### config.mk
export PLATFORM = sky130hd
export DESIGN_NAME = cpu_run_ctrl
export DESIGN_NICKNAME = d
export VERILOG_FILES = /design/src/rtl/run_pkg.sv /design/src/rtl/key_edge.sv /design/src/rtl/run_fsm.sv /design/src/rtl/run_out.sv /design/src/rtl/cpu_run_ctrl.sv
export SDC_FILE = /design/constraint.sdc
export NUM_CORES = 1
export LEC_CHECK = 0
export ABC_CLOCK_PERIOD_IN_PS = 2200
export BUFFER_PORTS_ARGS = -buffer_cell sky130_fd_sc_hd__buf_2
export CAP_MARGIN = 40
export CORE_MARGIN = 2
export CORE_UTILIZATION = 45
export DETAILED_ROUTE_END_ITERATION = 12
export PLACE_DENSITY = 0.74
export SETUP_SLACK_MARGIN = 0.1
export SLEW_MARGIN = 20
export SYNTH_ARGS = -nofsm -noshare
export SYNTH_HDL_FRONTEND = slang
export SYNTH_HIERARCHICAL = 1
export SYNTH_SLANG_ARGS = --single-unit
### constraint.sdc
create_clock -name clk -period 2.2 [get_ports clk]
set_input_delay 0.11 -clock clk [delete_from_list [all_inputs] [get_ports clk]]
set_output_delay 0.11 -clock clk [all_outputs]
set_load 0.05 [all_outputs]
### src/rtl/run_pkg.sv
package run_pkg;
    localparam int unsigned ST_W   = 2;
    localparam int unsigned N_KEYS = 4;

    localparam int unsigned K_STOP  = 0;
    localparam int unsigned K_START = 1;
    localparam int unsigned K_LDN   = 2;
    localparam int unsigned K_LDC   = 3;

    typedef enum logic [ST_W-1:0] {
        ST_STOP = 2'b00,
        ST_OPER = 2'b01,
        ST_LOAD = 2'b10,
        ST_CHK  = 2'b11
    } run_state_e;

    typedef struct packed {
        run_state_e st;
        logic       stop_pend;
        logic       ipl_go;
        logic       ipl_clr;
    } run_regs_t;
endpackage

### src/rtl/key_edge.sv
module key_edge #(
    parameter int unsigned N = 4
) (
    input  logic         clk,
    input  logic         rst_n,
    input  logic [N-1:0] lvl,
    output logic [N-1:0] rise
);
    logic [N-1:0] prev_q;

    for (genvar i = 0; i < N; i++) begin : g_key
        logic prev_d;
        always_comb prev_d = lvl[i];
        always_ff @(posedge clk or negedge rst_n) begin
            if (!rst_n) prev_q[i] <= 1'b0;
            else        prev_q[i] <= prev_d;
        end
        assign rise[i] = lvl[i] & ~prev_q[i];
    end
endmodule

### src/rtl/run_fsm.sv
module run_fsm
    import run_pkg::*;
(
    input  logic       clk,
    input  logic       rst_n,
    input  logic       stop_e,
    input  logic       start_e,
    input  logic       ldn_e,
    input  logic       ldc_e,
    input  logic       rate_step,
    input  logic       uop_done,
    input  logic       wait_bit,
    input  logic       irq_pend,
    input  logic       addr_match,
    input  logic       reset_done,
    input  logic       ipl_done,
    input  logic       restart_int,
    input  logic       malfunction,
    output run_regs_t  regs
);
    run_regs_t r_d, r_q;
    logic      ld_any;
    logic      stop_req;
    logic      stop_ok;

    always_comb begin
        ld_any   = ldn_e | ldc_e;
        stop_req = r_q.stop_pend | stop_e;
        stop_ok  = stop_req & ~irq_pend & (uop_done | wait_bit);

        r_d        = r_q;
        r_d.ipl_go = 1'b0;

        if (malfunction) begin
            r_d.st        = ST_CHK;
            r_d.stop_pend = 1'b0;
        end else if (r_q.st == ST_CHK) begin
            if (reset_done) r_d.st = ST_STOP;
        end else if (ld_any && r_q.st != ST_LOAD) begin
            r_d.st        = ST_LOAD;
            r_d.ipl_go    = 1'b1;
            r_d.ipl_clr   = ldc_e;
            r_d.stop_pend = 1'b0;
        end else if (reset_done && r_q.st != ST_LOAD) begin
            r_d.st        = ST_STOP;
            r_d.stop_pend = 1'b0;
        end else begin
            unique case (r_q.st)
                ST_STOP: begin
                    if (start_e) begin
                        r_d.st        = ST_OPER;
                        r_d.stop_pend = rate_step;
                    end else if (restart_int) begin
                        r_d.st        = ST_OPER;
                        r_d.stop_pend = 1'b0;
                    end
                end
                ST_OPER: begin
                    if (addr_match || stop_ok) begin
                        r_d.st        = ST_STOP;
                        r_d.stop_pend = 1'b0;
                    end else begin
                        r_d.stop_pend = stop_req;
                    end
                end
                ST_LOAD: begin
                    if (ipl_done) begin
                        r_d.st        = rate_step ? ST_STOP : ST_OPER;
                        r_d.stop_pend = 1'b0;
                        r_d.ipl_clr   = 1'b0;
                    end
                end
                default: r_d.st = ST_CHK;
            endcase
        end
    end

    always_ff @(posedge clk or negedge rst_n) begin
        if (!rst_n) begin
            r_q.st        <= ST_STOP;
            r_q.stop_pend <= 1'b0;
            r_q.ipl_go    <= 1'b0;
            r_q.ipl_clr   <= 1'b0;
        end else begin
            r_q <= r_d;
        end
    end

    assign regs = r_q;
endmodule

### src/rtl/run_out.sv
module run_out
    import run_pkg::*;
(
    input  run_regs_t        regs,
    input  logic             wait_bit,
    input  logic             irq_pend,
    output logic             run_en,
    output logic             irq_take,
    output logic             ipl_start,
    output logic             ipl_clear,
    output logic [ST_W-1:0]  state
);
    logic in_oper;
    logic in_load;

    always_comb begin
        in_oper   = (regs.st == ST_OPER);
        in_load   = (regs.st == ST_LOAD);
        run_en    = in_oper & ~wait_bit & ~irq_pend;
        irq_take  = in_oper & irq_pend;
        ipl_start = in_load & regs.ipl_go;
        ipl_clear = in_load & regs.ipl_clr;
        state     = regs.st;
    end
endmodule

### src/rtl/cpu_run_ctrl.sv
module cpu_run_ctrl
    import run_pkg::*;
(
    input  logic            clk,
    input  logic            rst_n,
    input  logic            key_stop,
    input  logic            key_start,
    input  logic            key_load_norm,
    input  logic            key_load_clr,
    input  logic            rate_step,
    input  logic            uop_done,
    input  logic            wait_bit,
    input  logic            irq_pend,
    input  logic            addr_match,
    input  logic            reset_done,
    input  logic            ipl_done,
    input  logic            restart_int,
    input  logic            malfunction,
    output logic            run_en,
    output logic            irq_take,
    output logic            ipl_start,
    output logic            ipl_clear,
    output logic [ST_W-1:0] state
);
    logic [N_KEYS-1:0] key_lvl;
    logic [N_KEYS-1:0] key_rise;
    logic              ld_any;
    run_regs_t         regs;

    assign key_lvl[K_STOP]  = key_stop;
    assign key_lvl[K_START] = key_start;
    assign key_lvl[K_LDN]   = key_load_norm;
    assign key_lvl[K_LDC]   = key_load_clr;
    assign ld_any           = key_rise[K_LDN] | key_rise[K_LDC];

    key_edge #(.N(N_KEYS)) u_keys (
        .clk  (clk),
        .rst_n(rst_n),
        .lvl  (key_lvl),
        .rise (key_rise)
    );

    run_fsm u_fsm (
        .clk        (clk),
        .rst_n      (rst_n),
        .stop_e     (key_rise[K_STOP]),
        .start_e    (key_rise[K_START]),
        .ldn_e      (key_rise[K_LDN]),
        .ldc_e      (key_rise[K_LDC]),
        .rate_step  (rate_step),
        .uop_done   (uop_done),
        .wait_bit   (wait_bit),
        .irq_pend   (irq_pend),
        .addr_match (addr_match),
        .reset_done (reset_done),
        .ipl_done   (ipl_done),
        .restart_int(restart_int),
        .malfunction(malfunction),
        .regs       (regs)
    );

    run_out u_out (
        .regs     (regs),
        .wait_bit (wait_bit),
        .irq_pend (irq_pend),
        .run_en   (run_en),
        .irq_take (irq_take),
        .ipl_start(ipl_start),
        .ipl_clear(ipl_clear),
        .state    (state)
    );
endmodule

==> results by group <==
Routing
  – Post-route DRC: 0
  – Iteration-0 DRC Markers: 8
  – Final ANT Viol Nets: 0
  – Final WL: 1.436 mm
  – Mean routed wirelength per cell: 12.94 um
  – Drt pass-1 iters: 4
  – Vias per Instance: 5.270
  – DR vias: 585

Worst setup path
  – Critical Path RT: 2.33 ns
  – Source of the critical timing path: u_fsm/regs[4]$_DFFE_PN0P_
  – FF-to-FF Start: u_fsm/regs[4]$_DFFE_PN0P_
  – Crit-path max FO: 6
  – CP Launch Type: register
  – Critical Path Sink Type: register
  – CP Class: reg2reg
  – CP arrival: 2.12 ns

Hold path
  – Hold Path Class: in2reg
  – Hold path start: malfunction

Cells and area
  – Commonest non-fill, non-tap cells in the layout: buf_2, dfrtp_1, nor2_1, dlygate4sd3_1, ha_1
  – Nets: 116
  – Fillers: 134
  – Commonest non-fill, non-tap cell in the layout: buf_2
  – Multi-input gate area: 445.4 um^2
  – Layout cells sized above 1: 0.3789
  – Seq. cell area: 226.5 um^2
  – P&R area growth vs syn: 29.53%
  – Diodes inserted: 0

Synth
  – Top FF cell, synth: dfrtp_1
  – Cells after Synth: 66
  – Register area share after synthesis: 0.3261
  – Mean area per synthesized cell: 10.46 um^2
  – YS warnings: 6
  – Netlist cell types: 27
  – Mapped Area: 690.7 um^2
  – Post-synth ARST share: 1.000
  – Syn_nets: 86
  – FF+latch count, synth: 9
  – Post-synth EDFFs: 0

STA
  – Worst Max-Slew Pin Slew: 0.4096 ns
  – Final setup vio count: 0
  – Final period utilization: 0.9040
  – Clock Skews: 0.002142 ns
  – Slew HR: 0.7199
  – Max Clk Rate: 502.8 MHz
  – RSZ-0062 raised after global routing: no
  – Final min period: 1.989 ns
  – Final hold viol count: 0
  – Slew Limit Fails: 0
  – Setup TNS: 0 ns

Floorplanning
  – Core Area: 1471 um^2
  – Starting Density: 0.4694
  – Die W: 43.18 um
  – Die Y: 43.18 um
  – Ports: 21
  – Die area: 1864 um^2
  – Row count: 14

Global route
  – Vias in the first global route: 548
  – First-pass GRT wire length: 2.394 mm
  – Initial antenna violation count: 0
  – GRT Resource Usage Total: 0.1777
  – Largest net degree at the start of global routing: 11
  – GRT overflow: 0

Clocking
  – H-tree Lvls: 1
  – CTS clock-pin slew for the worst setup and hold paths: 0.06 ns
  – Clk buf depth: 2
  – Total CTS buffers: 3
  – Root buf cell: clkbuf_4
  – Latest clock arrival within the worst-skew pair: 0.25 ns
  – CTS tree: built
  – Clock sink count: 9
  – Post-CTS setup buffers: 0

Power and ir drop
  – VDD IR max: 0.0002628 V
  – Leakage: 0.4228 nW
  – Cell Pwr Density: 685.9 nW/um^2
  – Total chip power: 613.6 uW

Placement
  – Routability Congestion: 0.8543
  – # port buffers: 20
  – Final HPWL DP: 1.166 mm

Outcome
  – Status: finished clean

Run
  – Max_cap viols: 0
## power by group
part | internal (mW) | switching [mW]
registers | 0.189 | 0.0266
logic | 0.116 | 0.159
clock network | 0.0696 | 0.0528
total | 0.375 | 0.239
## Yosys cell counts (all sizes together), types with 2 or more instances
cell,number,area [um^2]
buf,2,15.01
ha,5,62.56
a2111oi,2,36.29
nor4b,3,32.53
o21bai,3,22.52
o21ai,3,15.01
nor2b,8,80.07
nand2b,2,12.51
dfrtp,9,225.2
a21oi,3,15.01
a211oi,2,15.01
nor2,7,26.28
inv,3,11.26
nor3,2,10.01
and3b,3,26.28
## through the flow
stage / cells / worst slack [ns] / utilization / hold slack [ns] / area (um^2)
2_1_floorplan: 66 / 0.2291 / - / -0.1856 / 690.7
3_5_place_dp: 102 / 0.1682 / 0.5510 / -0.03220 / 810.8
3_3_place_gp: 102 / 0.2009 / 0.5510 / -0.03294 / 810.8
6_report: 111 / 0.2111 / 0.6080 / 0.2014 / 894.6
5_1_grt: 111 / 0.1168 / 0.6080 / 0.2232 / 894.6
4_1_cts: 111 / 0.1540 / 0.6029 / 0.1948 / 887.1
## worst max-delay path: stages (launching register included)
cell	delay [ns]
dfrtp_1	0.42
inv_1	0.10
ha_1	0.21
nor2b_1	0.14
a221o_1	0.33
a211oi_1	0.31
mux2_1	0.36
## cell type report
cell class | count | area share
clock buffer | 4 | 0.02937
inverter | 3 | 0.01259
multi-input combinational | 52 | 0.4979
sequential | 9 | 0.2531
tap | 16 | 0.02238
timing repair buffer | 27 | 0.1846
## state kept, by name, indices dropped and copies added (netlist names)
name           cells
u_fsm/regs         5
u_keys/prev_q      4
## final timing paths
path	endpoint	slack, ns	depth (start not counted)
worst max-delay path	u_fsm/regs[3]$_DFFE_PN0P_	0.21	6
worst min-delay path	u_fsm/regs[4]$_DFFE_PN0P_	0.20	3
worst max register to register	u_fsm/regs[3]$_DFFE_PN0P_	0.21	6
worst min register to register	u_fsm/regs[0]$_DFFE_PN0P_	0.55	2
max in group asynchronous	u_fsm/regs[3]$_DFFE_PN0P_	1.79	2
min in group asynchronous	u_fsm/regs[2]$_DFFE_PN0P_	0.22	2
## routing by layer
metal  vias up  global-route usage  wire (um)
li1        301                   -          -
met1       266              0.2376        694
met2        16              0.2507        663
met3         2             0.01702         59
met4         0              0.1515         19
met5         -                   0          0
## logic make-up (layout without fill, tap and decap cells)
logic type                 after synthesis  in the layout  share of synthesized area
DFF                                      9              9                     0.3261
buffers and inverters                    5             34                    0.03804
and+or+nand+nor                         27             27                     0.2917
adders and majority gates                5              5                    0.09058
muxes                                    1              1                    0.01630
AOI/OAI and AO/OA                       19             19                     0.2373
## what timing repair did
| action | in CTS | in global routing |
|---|---|---|
| hold buffers | 5 | 0 |
| setup endpoints to repair | 0 | 1 |
| endpoints found under the hold margin | 13 | 0 |
| resized for setup | 0 | 2 |
Power figures use the tool's default switching activity.
